--- config.mk ---
export PLATFORM = sky130hd
export DESIGN_NAME = dual_port_guard
export DESIGN_NICKNAME = d
export VERILOG_FILES = /design/src/rtl/dpg_pkg.sv /design/src/rtl/dpg_arrival.sv /design/src/rtl/dpg_match.sv /design/src/rtl/dpg_owner.sv /design/src/rtl/dpg_gate.sv /design/src/rtl/dual_port_guard.sv
export SDC_FILE = /design/constraint.sdc
export NUM_CORES = 1
export LEC_CHECK = 0
export BUFFER_PORTS_ARGS = -buffer_cell sky130_fd_sc_hd__buf_2
export CAP_MARGIN = 20
export CORE_MARGIN = 3
export CORE_UTILIZATION = 57
export CTS_BUF_LIST = sky130_fd_sc_hd__clkbuf_2 sky130_fd_sc_hd__clkbuf_4 sky130_fd_sc_hd__clkbuf_8
export DETAILED_ROUTE_END_ITERATION = 8
export GPL_TIMING_DRIVEN = 0
export PLACE_DENSITY_LB_ADDON = 0.05
export SLEW_MARGIN = 30
export SYNTH_ARGS = -nofsm -noshare
export SYNTH_HDL_FRONTEND = slang
export SYNTH_HIERARCHICAL = 1
export SYNTH_SLANG_ARGS = --single-unit
--- constraint.sdc ---
create_clock -name clk -period 2.5 [get_ports clk]
set_clock_uncertainty 0.05 [all_clocks]
set_input_delay 0.125 -clock clk [delete_from_list [all_inputs] [get_ports clk]]
set_output_delay 0.125 -clock clk [all_outputs]
set_load 0.01 [all_outputs]
--- src/rtl/dpg_pkg.sv ---
package dpg_pkg;
  typedef enum logic [1:0] {
    OWN_NONE  = 2'd0,
    OWN_LEFT  = 2'd1,
    OWN_RIGHT = 2'd2
  } owner_e;

  localparam int unsigned NPORT = 2;
  localparam int unsigned P_LFT = 0;
  localparam int unsigned P_RGT = 1;
endpackage

--- src/rtl/dpg_arrival.sv ---
// Tracks whether a port has been sitting on the same address since the previous cycle.
module dpg_arrival #(
  parameter int unsigned ADDR_W = 13
) (
  input  logic              clk,
  input  logic              rst,
  input  logic              en,
  input  logic [ADDR_W-1:0] addr,
  output logic              settled
);
  logic              en_q;
  logic [ADDR_W-1:0] addr_q;

  always_ff @(posedge clk) begin
    if (rst) begin
      en_q   <= 1'b0;
      addr_q <= '0;
    end else begin
      en_q   <= en;
      addr_q <= addr;
    end
  end

  assign settled = en_q && en && (addr_q == addr);
endmodule

--- src/rtl/dpg_match.sv ---
// Address comparator: contention exists only with both ports selected on one address.
module dpg_match #(
  parameter int unsigned ADDR_W = 13
) (
  input  logic              l_en,
  input  logic              r_en,
  input  logic [ADDR_W-1:0] l_addr,
  input  logic [ADDR_W-1:0] r_addr,
  output logic              hit
);
  always_comb begin
    hit = l_en && r_en && (l_addr == r_addr);
  end
endmodule

--- src/rtl/dpg_owner.sv ---
// Ownership state: decided on first contact, held while contention lasts.
module dpg_owner
  import dpg_pkg::*;
(
  input  logic   clk,
  input  logic   rst,
  input  logic   master,
  input  logic   hit,
  input  logic   l_settled,
  input  logic   r_settled,
  output owner_e owner_d,
  output owner_e owner_q
);
  always_comb begin
    if (!master || !hit) begin
      owner_d = OWN_NONE;
    end else if (owner_q != OWN_NONE) begin
      owner_d = owner_q;
    end else if (r_settled && !l_settled) begin
      owner_d = OWN_RIGHT;
    end else begin
      owner_d = OWN_LEFT;
    end
  end

  always_ff @(posedge clk) begin
    if (rst) owner_q <= OWN_NONE;
    else     owner_q <= owner_d;
  end
endmodule

--- src/rtl/dpg_gate.sv ---
// Registered per-port write enables gated by a permission bit.
module dpg_gate #(
  parameter int unsigned NP = 2
) (
  input  logic          clk,
  input  logic          rst,
  input  logic [NP-1:0] en,
  input  logic [NP-1:0] req,
  input  logic [NP-1:0] ok,
  output logic [NP-1:0] we_q
);
  for (genvar i = 0; i < NP; i++) begin : g_port
    always_ff @(posedge clk) begin
      if (rst) we_q[i] <= 1'b0;
      else     we_q[i] <= en[i] && req[i] && ok[i];
    end
  end
endmodule

--- src/rtl/dual_port_guard.sv ---
module dual_port_guard
  import dpg_pkg::*;
#(
  parameter int unsigned ADDR_W = 13
) (
  input  logic              clk,
  input  logic              rst,
  input  logic              master_mode,
  input  logic              lft_cs_n,
  input  logic [ADDR_W-1:0] lft_addr,
  input  logic              lft_wr_req,
  input  logic              rgt_cs_n,
  input  logic [ADDR_W-1:0] rgt_addr,
  input  logic              rgt_wr_req,
  input  logic              lft_busy_n_i,
  input  logic              rgt_busy_n_i,
  output logic              lft_busy_n_o,
  output logic              rgt_busy_n_o,
  output logic              lft_we,
  output logic              rgt_we
);
  logic [NPORT-1:0] en;
  logic [NPORT-1:0] req;
  logic [NPORT-1:0] ok;
  logic [NPORT-1:0] we_q;
  logic [NPORT-1:0] ext_busy_n;
  logic [NPORT-1:0] settled;
  logic [ADDR_W-1:0] addr [NPORT];
  logic hit;
  owner_e owner_d, owner_q;

  assign en[P_LFT]         = !lft_cs_n;
  assign en[P_RGT]         = !rgt_cs_n;
  assign req[P_LFT]        = lft_wr_req;
  assign req[P_RGT]        = rgt_wr_req;
  assign addr[P_LFT]       = lft_addr;
  assign addr[P_RGT]       = rgt_addr;
  assign ext_busy_n[P_LFT] = lft_busy_n_i;
  assign ext_busy_n[P_RGT] = rgt_busy_n_i;

  for (genvar i = 0; i < NPORT; i++) begin : g_arr
    dpg_arrival #(.ADDR_W(ADDR_W)) u_arr (
      .clk     (clk),
      .rst     (rst),
      .en      (en[i]),
      .addr    (addr[i]),
      .settled (settled[i])
    );
  end

  dpg_match #(.ADDR_W(ADDR_W)) u_match (
    .l_en   (en[P_LFT]),
    .r_en   (en[P_RGT]),
    .l_addr (lft_addr),
    .r_addr (rgt_addr),
    .hit    (hit)
  );

  dpg_owner u_owner (
    .clk       (clk),
    .rst       (rst),
    .master    (master_mode),
    .hit       (hit),
    .l_settled (settled[P_LFT]),
    .r_settled (settled[P_RGT]),
    .owner_d   (owner_d),
    .owner_q   (owner_q)
  );

  // Permission: own arbitration in master mode, external flag in slave mode.
  always_comb begin
    if (master_mode) begin
      ok[P_LFT] = (owner_d != OWN_RIGHT);
      ok[P_RGT] = (owner_d != OWN_LEFT);
    end else begin
      ok = ext_busy_n;
    end
  end

  dpg_gate #(.NP(NPORT)) u_gate (
    .clk  (clk),
    .rst  (rst),
    .en   (en),
    .req  (req),
    .ok   (ok),
    .we_q (we_q)
  );

  assign lft_busy_n_o = (owner_q != OWN_RIGHT);
  assign rgt_busy_n_o = (owner_q != OWN_LEFT);
  assign lft_we       = we_q[P_LFT];
  assign rgt_we       = we_q[P_RGT];
endmodule

==> impl_metrics.toml, run 1 <==
[placed_design]
pre_cts_ws_ns = 0.573
io_buffers = 38
place_congestion = 0.740

[die]
rows = 17
coreArea_um2 = 2280
start_util_pct = 61.7
ios = 39
die_w_um = 55.7
fp.dieH_um = 55.7
die-area_um2 = 3100

[global_routing]
grt.total_usage_pct = 21.6
grt_pass1_vias = 1136
antenna_found_initial = 0
overflow = 0
grt_max_degree = 15
grt_first_pass_wirelength_mm = 5.05

[route]
vias = 1079
drt-initial-drc-count = 27
drcViolationCount = 0
wire_per_inst_um = 13.0
drt_pass1_iterations = 4
ant_nets = 0
routed_wirelength_mm = 2.95
via_per_inst = 4.75

[clock_network]
post_cts.repair.setup_buffers = 0
clockBufferDepth = 2
cts_tree = "done"
clk_latency_ns = 0.33
cts_sinks = 32
clk_pin_slew_ns = 0.09
htreeDepth = 2
cts_root_buffer = "clkbuf_4"
cts_buffers = 5

[job]
drv_cap = 0

[synth]
netlist_instances = 137
yosys-top-cells-count = "xnor2_1 (39), dfxtp_1 (32), nor2b_1 (26), nand4_1 (9), inv_1 (5)"
synth_top_area_cell = "dfxtp_1"
syn_avg_cell_area_um2 = 10.3
ys_ff_latch = 32
yosysWarningCount = 6
synth_area_um2 = 1410
yosys.cell_types.count = 19
synth_nets = 172
synth_area_leaders = "dfxtp_1 (46%), xnor2_1 (24%), nor2b_1 (12%)"
ys_async_sr_fraction_pct = 0
synth_top_area_share_pct = 45.6
ys_seq_area_share_pct = 45.6
synth_ff_type = "dfxtp_1"
synth.most_common_cell = "xnor2_1"
synth_edf_count = 0

[cells_and_area]
drive_gt1_share_pct = 27.6
antenna_cells = 0
fillers = 155
nets = 233
area_growth_pct = 32.1

[worst_hold_path]
hold_class = "in -> reg"
hold_path_depth = 2

[critical_path]
path_class = "in -> reg"
rr_worst_depth = 9
required_ns = 2.73
startpoint_type = "input pin"
endpoint_kind = "flip-flop"
crit_fanout = 3
arrival_ns = 2.33

[sta]
setup_violations = 0
setup_tns_ns = 0
rsz0062_at_grt = "false"
max_freq_mhz = 475
setup_ws_ns = 0.396
hold_viol = 0
fin_crit_ns = 2.10
worstMarginPinSlew_ns = 0.360
slew_headroom_pct = 75.8
finalCritPeriodShare_pct = 84.2
drv_slew = 0

[outcome]
status = "finished clean"

[pwr]
p_per_area_nw_per_um2 = 557
vdd_drop_max_v = 0.000470
p_leak_uw = 0.000711
-- logic make-up (layout without fill, tap and decap cells) --
family	after synthesis	after routing	synth area share, %
AND/OR/NAND/NOR	55	55	26.3
XOR/XNOR	39	39	24.3
flip-flops	32	32	45.6
buffers and inverters	7	69	2.05
AO/OA/AOI/OAI	4	4	1.78
-- cell usage in the layout, fill, tap and decap left out --
| cell | count |
|---|---|
| and4b_1 | 2 |
| nand4_1 | 9 |
| a21oi_1 | 1 |
| inv_1 | 5 |
| clkbuf_4 | 7 |
| dfxtp_1 | 32 |
| nor3_1 | 1 |
| nand2b_1 | 2 |
| xnor2_1 | 39 |
| nor2b_1 | 26 |
| o21a_1 | 1 |
| nand2_1 | 1 |
| buf_2 | 40 |
| dlygate4sd3_1 | 16 |
| nor2_1 | 4 |
| nor2b_2 | 2 |
| clkbuf_8 | 1 |
| nand3_1 | 3 |
| nor3_2 | 1 |
| a31oi_1 | 2 |
| nor4_2 | 3 |
| nand2b_4 | 1 |
-- layer usage --
metal / track usage, % / wire, µm / share of wire, % / up-vias
met1: 24.7 / 1250 / 43 / 475
met5: 0 / 0 / 0 / -
met4: 11.5 / 78 / 2.6 / 0
li1: - / - / - / 566
met3: 5.10 / 151 / 5.1 / 7
met2: 37.0 / 1470 / 50 / 31
-- repair_timing --
item,CTS,global route
endpoints found under the hold margin,16,0
resized for setup,0,0
hold buffers,16,0
-- through the flow --
step	hold slack (ns)	power, µW	cell area, µm²	cells	util, %
6_report	0.0149	1030	1860	227	81.6
5_1_grt	0.00669	1090	1860	227	81.6
4_1_cts	0.00200	1050	1860	227	81.6
3_5_place_dp	0.342	704	1630	203	71.6
3_3_place_gp	0.338	699	1630	203	71.6
2_1_floorplan	0.145	641	1410	137	-
-- critical path, stage by stage --
cell and delay, ns:
dlygate4sd3_1 0.53, buf_2 0.14, xnor2_1 0.17, nand4_1 0.17, nor4_2 0.43, nand2b_4 0.08, o21a_1 0.19, nor2_1 0.12
inv_1 0.05, a31oi_1 0.14, and4b_1 0.18
-- power breakdown --
part           internal [µW]  switching, µW
Sequential               535           10.2
Combinational           95.1           72.1
Clock                    160            162
-- path summary, 6_finish.rpt --
check	start	end	slack, ns
worst max register to register	g_arr[1].u_arr/addr_q[9]	u_gate/we_q[1]	0.57
worst max-delay path	rgt_addr[9]	u_gate/we_q[1]	0.40
worst min register to register	u_owner/owner_q[0]	u_owner/owner_q[0]	0.55
worst min-delay path	lft_addr[0]	g_arr[0].u_arr/addr_q[0]	0.01
-- flip-flops by register name, summed over array words and instances, names as in the netlist --
| name | cells |
|---|---|
| u_owner/owner_q | 2 |
| g_arr.u_arr/en_q | 2 |
| g_arr.u_arr/addr_q | 26 |
| u_gate/we_q | 2 |
-- area by class of cell --
class,count,area [µm²],share of cell area (%)
timing repair buffer,54,350,18.9
inverter,5,18.8,1.01
clock buffer,8,66.3,3.57
multi-input combinational,98,736,39.6
tap,28,35.0,1.89
sequential,32,641,34.5
buffer,2,10.0,0.539
No activity file was read; power rests on OpenSTA's default activity.
==> run 2: changes to the inputs <==
--- a/config.mk
+++ b/config.mk
@@ -8,7 +8,7 @@
 export BUFFER_PORTS_ARGS = -buffer_cell sky130_fd_sc_hd__buf_2
 export CAP_MARGIN = 20
 export CORE_MARGIN = 3
-export CORE_UTILIZATION = 57
+export CORE_UTILIZATION = 48
 export CTS_BUF_LIST = sky130_fd_sc_hd__clkbuf_2 sky130_fd_sc_hd__clkbuf_4 sky130_fd_sc_hd__clkbuf_8
 export DETAILED_ROUTE_END_ITERATION = 8
 export GPL_TIMING_DRIVEN = 0
==> constraint.sdc (replaced) <==
create_clock -name clk -period 1.81 [get_ports clk]
set_clock_uncertainty 0.05 [all_clocks]
set_input_delay 0.0905 -clock clk [delete_from_list [all_inputs] [get_ports clk]]
set_output_delay 0.0905 -clock clk [all_outputs]
set_load 0.01 [all_outputs]
==> impl_metrics.toml, run 2 (same netlist as run 1, synthesis figures left out) <==
[cells_and_area]
fin_area_um2 = 2070
antenna_cells = 0
largest_reg_flops = 26
largest_register = "g_arr.u_arr/addr_q"
stdcell_count = 243
drive_gt1_share_pct = 29.1
fin_util_pct = 78.4
final_common_cell = "buf_2"
area_growth_pct = 47.0
layout_common_cells = "buf_2 (40), xnor2_1 (37), dfxtp_1 (30)"
nets = 247

[critical_path]
worst-r2r-setup-slack_ns = -0.11
path_class = "reg -> reg"
required_ns = 1.99
startpoint_type = "flip-flop"
rr_worst_depth = 10
r2r-start = "g_arr[1].u_arr/addr_q[1]"
arrival_ns = 2.10
r2r-end = "u_gate/we_q[0]"
endpoint_kind = "flip-flop"
crit_fanout = 2

[sta]
holdWs_ns = 0.00907
max_freq_mhz = 521
finalCritPeriodShare_pct = 106
setup_ws_ns = -0.108
rsz0062_at_grt = "true"
slew_headroom_pct = 81.2
setup_tns_ns = -0.194
fin_crit_ns = 1.92
drv_slew = 0
hold_viol = 0
setup_violations = 2
worstMarginPinSlew_ns = 0.281

[clock_network]
cts_sinks = 32
clk_pin_slew_ns = 0.10
cts_tree = "done"
cts_buffers = 5
clk_latency_ns = 0.33
cts_root_buffer = "clkbuf_4"
htreeDepth = 2
clockBufferDepth = 2

[pwr]
internal_power_uw = 1260
vdd_drop_max_v = 0.000915
p_leak_uw = 0.000808
p_seq_share_pct = 46.5
p_clk_share_pct = 37.5
p_sw_share_pct = 22.5
switching_power_uw = 365
power_frac_comb_pct = 16.0
p_per_area_nw_per_um2 = 786

[die]
start_util_pct = 53.3
coreArea_um2 = 2640
die-area_um2 = 3610
fp.dieH_um = 60.1
ios = 39
rows = 18
die_w_um = 60.1

[global_routing]
overflow = 0
grt.total_usage_pct = 19.8
grt_max_degree = 15
grt_first_pass_wirelength_mm = 5.17
grt_pass1_vias = 1168
antenna_found_initial = 0

[route]
ant_nets = 0
drcViolationCount = 0
drt-initial-drc-count = 31
drt_pass1_iterations = 4
routed_wirelength_mm = 3.26
vias = 1168
wire_per_inst_um = 13.4
via_per_inst = 4.81

[worst_hold_path]
hold_class = "in -> reg"
hold_path_end = "g_arr[1].u_arr/en_q"
hold_start = "rgt_cs_n"
hold_path_depth = 3

[placed_design]
io_buffers = 38
dpl.hpwl_mm = 2.10
place_inst = 205
place_congestion = 0.739
placed_area_um2 = 1630

[outcome]
status = "complete, but fails checks"
failed_checks = "setup timing"

[job]
drv_cap = 0
## run 2: changes by cell type in the layout (fill, tap and decap cells not counted), moves of 2 or more
cell / delta
dfxtp_2: +2
xnor2_1: -2
dfxtp_1: -2
dlygate4sd3_1: +13
clkbuf_4: -2
xnor2_2: +2
## run 2: repair_timing
item / CTS / global route
pin swaps: 2 / 3
endpoints found under the hold margin: 27 / 2
hold buffers: 27 / 2
buffers inserted: 0 / 1
setup endpoints to repair: 2 / 2
resized for setup: 0 / 8
## run 2: worst max path at each step
stage	end	start
after floorplan	u_gate/we_q[1]	g_arr[1].u_arr/addr_q[4]
after global placement	u_gate/we_q[1]	g_arr[1].u_arr/addr_q[0]
after detailed placement	u_gate/we_q[1]	g_arr[1].u_arr/addr_q[1]
after CTS	u_gate/we_q[1]	g_arr[1].u_arr/addr_q[10]
after global routing	u_gate/we_q[1]	g_arr[1].u_arr/addr_q[1]
final	u_gate/we_q[0]	g_arr[1].u_arr/addr_q[1]
## run 2: layout make-up
type                            instances  area [µm²]
Buffer                                  2        10.0
Inverter                                5        18.8
Timing Repair Buffer                   68         488
Clock inverter                          1        30.0
Fill cell                             172         569
Clock buffer                            7        65.1
Tap cell                               30        37.5
Multi-Input combinational cell         98         773
Sequential cell                        32         643
## run 2: power by group through the flow
stage	Clock (µW)	Sequential, µW	Combinational (µW)
2_1_floorplan	0	768	117
3_3_place_gp	0	768	199
3_5_place_dp	0	769	203
4_1_cts	614	753	249
5_1_grt	646	758	284
6_report	608	755	260
## run 2: layer usage
metal | part of all wire (%) | global-route usage, % | vias up | wire length [µm]
met4 | 1.2 | 7.59 | 0 | 39
met3 | 5.4 | 6.05 | 7 | 175
met2 | 47 | 31.8 | 33 | 1520
met5 | 0 | 0 | - | 0
met1 | 47 | 24.7 | 535 | 1530
li1 | - | - | 593 | -
## run 2: worst max-delay path, cell delays in order, from the launching register on
cell,delay (ns)
dfxtp_2,0.35
xnor2_2,0.14
nand4_1,0.18
nor4_4,0.36
nand2b_4,0.08
buf_4,0.15
a21oi_4,0.14
nor2_1,0.07
inv_1,0.06
a31oi_1,0.07
and4b_1,0.18
## run 2: per-stage QoR
stage | power [µW] | worst slack [ns]
floorplan | 885 | 0.0987
global placement | 967 | -0.0403
detailed placement | 972 | -0.0700
CTS | 1620 | -0.0657
global route | 1690 | -0.248
finish | 1620 | -0.108
==> run 3: changes to the inputs <==
--- a/config.mk
+++ b/config.mk
@@ -5,10 +5,11 @@
 export SDC_FILE = /design/constraint.sdc
 export NUM_CORES = 1
 export LEC_CHECK = 0
+export ABC_AREA = 1
 export BUFFER_PORTS_ARGS = -buffer_cell sky130_fd_sc_hd__buf_2
 export CAP_MARGIN = 20
 export CORE_MARGIN = 3
-export CORE_UTILIZATION = 48
+export CORE_UTILIZATION = 50
 export CTS_BUF_LIST = sky130_fd_sc_hd__clkbuf_2 sky130_fd_sc_hd__clkbuf_4 sky130_fd_sc_hd__clkbuf_8
 export DETAILED_ROUTE_END_ITERATION = 8
 export GPL_TIMING_DRIVEN = 0
==> impl_metrics.toml, run 3 <==
[outcome]
status = "finished clean"

[synth]
synth_nets = 328
ys_seq_area_share_pct = 37.4
yosys.cell_types.count = 14
yosys-top-cells-count = "nand2_1 (91), inv_1 (72), nor2_1 (56), dfxtp_1 (32), xnor2_1 (7)"
synth_area_um2 = 1710
synth_ff_type = "dfxtp_1"
synth_edf_count = 0
ys_async_sr_fraction_pct = 0
synth_area_leaders = "dfxtp_1 (37%), nand2_1 (20%), inv_1 (16%)"
syn_avg_cell_area_um2 = 5.84
synth_top_area_cell = "dfxtp_1"
netlist_instances = 293
synth_top_area_share_pct = 37.4
ys_ff_latch = 32
yosysWarningCount = 6
synth.most_common_cell = "nand2_1"

[critical_path]
slowest_delay_ns = 0.54
endpoint_kind = "flip-flop"
path_class = "in -> reg"
required_ns = 2.03
path_cells = "dlygate4sd3_1 > buf_2 > nand2_1 > nand2_1 > inv_1 > nand2_1 > nor2_1 > nand2_1 > nor2_2 > nand2_1 > inv_1 > nand3_1 > inv_2 > inv_1 > nand2_1 > nand2_1 > nand2_1 > nand2_1 > nor2_2"
critPathMostFrequentCell = "nand2_1"
cpMaxStageDelayCell = "dlygate4sd3_1"
crit_fanout = 4
startpoint_type = "input pin"
rr_worst_depth = 17
arrival_ns = 1.96

[die]
start_util_pct = 54.3
ios = 39
fp.dieH_um = 64.5
rows = 20
die_w_um = 64.5
die-area_um2 = 4160
coreArea_um2 = 3150

[placed_design]
pre_cts_ws_ns = 0.230
place_congestion = 0.796
io_buffers = 38
dpl.hpwl_mm = 2.72
place_inst = 375

[cells_and_area]
largest_reg_flops = 26
fillers = 284
largest_register = "g_arr.u_arr/addr_q"
regArea_um2 = 644
antenna_cells = 0
final_common_cell = "nand2_1"
multi_input_area_um2 = 808
drive_gt1_share_pct = 19.4
nets = 393
area_growth_pct = 35.8
layout_common_cells = "nand2_1 (89), inv_1 (64), nor2_1 (54)"
stdcell_count = 400

[route]
drt-initial-drc-count = 54
drt_pass1_iterations = 6
drcViolationCount = 0
vias = 1713
ant_nets = 0
wire_per_inst_um = 9.71
via_per_inst = 4.28
routed_wirelength_mm = 3.88

[job]
drv_cap = 0

[pwr]
p_leak_uw = 0.00137
p_per_area_nw_per_um2 = 598
vdd_drop_max_v = 0.000429

[global_routing]
antenna_found_initial = 0
overflow = 0
grt_pass1_vias = 1614
grt.total_usage_pct = 21.1
grt_first_pass_wirelength_mm = 6.65
grt_max_degree = 14

[sta]
setup_tns_ns = 0
finalCritPeriodShare_pct = 96.2
holdWs_ns = 0.0216
fin_crit_ns = 1.74
hold_viol = 0
setup_ws_ns = 0.0684
setup_violations = 0
rsz0062_at_grt = "true"
slew_headroom_pct = 81.0
max_freq_mhz = 574
worstMarginPinSlew_ns = 0.285
drv_slew = 0

[clock_network]
clk_pin_slew_ns = 0.08
htreeDepth = 2
cts_buffers = 5
cts_root_buffer = "clkbuf_4"
cts_tree = "done"
clockBufferDepth = 2
cts_sinks = 32
clk_latency_ns = 0.33

[worst_hold_path]
hold_path_depth = 3
hold_class = "in -> reg"
## run 3: cell count changes after synthesis, moves of 3 or more
cell / change
o21ai_1: +6
xnor2_1: -32
nand2_1: +90
nor2b_1: -26
nor4_2: -3
nor2_1: +52
o21ai_0: +5
nand4_1: -9
inv_1: +67
nand2_2: +3
inv_2: +6
nor2_2: +6
## run 3: cell families after synthesis
kind of cell	share of synthesized area (%)
AOI/OAI and AO/OA	3.22
DFF	37.4
buffers and inverters	17.7
xor gates and xnor gates	4.61
and+or+nand+nor	37.1
## run 3: power breakdown
group | switching, µW | leakage [µW] | total, µW | internal [µW]
clock | 216 | 0.0000230 | 346 | 129
combinational | 146 | 0.00108 | 288 | 143
sequential | 15.8 | 0.000267 | 755 | 739
total | 378 | 0.00137 | 1390 | 1010
## run 3: per-stage QoR
stage | power [µW] | util, % | area, µm²
after floorplan | 909 | - | 1710
after global placement | 993 | 62.1 | 1960
after detailed placement | 999 | 62.1 | 1960
after CTS | 1390 | 72.8 | 2290
after global routing | 1490 | 73.7 | 2320
final | 1390 | 73.7 | 2320
## run 3: path summary, 6_finish.rpt
check / from / endpoint / slack [ns]
max: rgt_addr[9] / u_gate/we_q[1] / 0.07
min: lft_addr[7] / g_arr[0].u_arr/addr_q[7] / 0.02
max reg2reg: g_arr[0].u_arr/addr_q[10] / u_gate/we_q[0] / 0.18
min reg2reg: u_owner/owner_q[0] / u_owner/owner_q[0] / 0.56
## run 3: worst max-delay path, delay by kind of cell
family	cells	cell delay, ns
buf+inv	6	0.93
simple gates	13	0.94
## run 3: what timing repair did
action | 4_1_cts | 5_1_grt
setup buffers | 0 | 2
endpoints found under the setup margin | 0 | 2
gates resized for setup | 0 | 30
hold buffers | 30 | 0
hold endpoints to repair | 29 | 0
## run 3: final cells by class
| cell class | instances | share of cell area [%] |
|---|---|---|
| flip-flops and latches | 32 | 27.7 |
| multi-input cells | 181 | 34.8 |
| plain buffers | 2 | 0.431 |
| repair buffers | 58 | 20.5 |
| well taps | 44 | 2.37 |
| inverters | 78 | 12.6 |
| clock buffers | 5 | 1.61 |
## run 3: layer usage
layer  wire, µm  share of wire (%)  GRT usage (%)  vias up
li1           -                  -              -      945
met1       1710                 44           24.1      727
met2       1910                 49           35.8       32
met3        174                4.5           7.97        9
met4         79                2.0           7.39        0
met5          0                  0              0        -
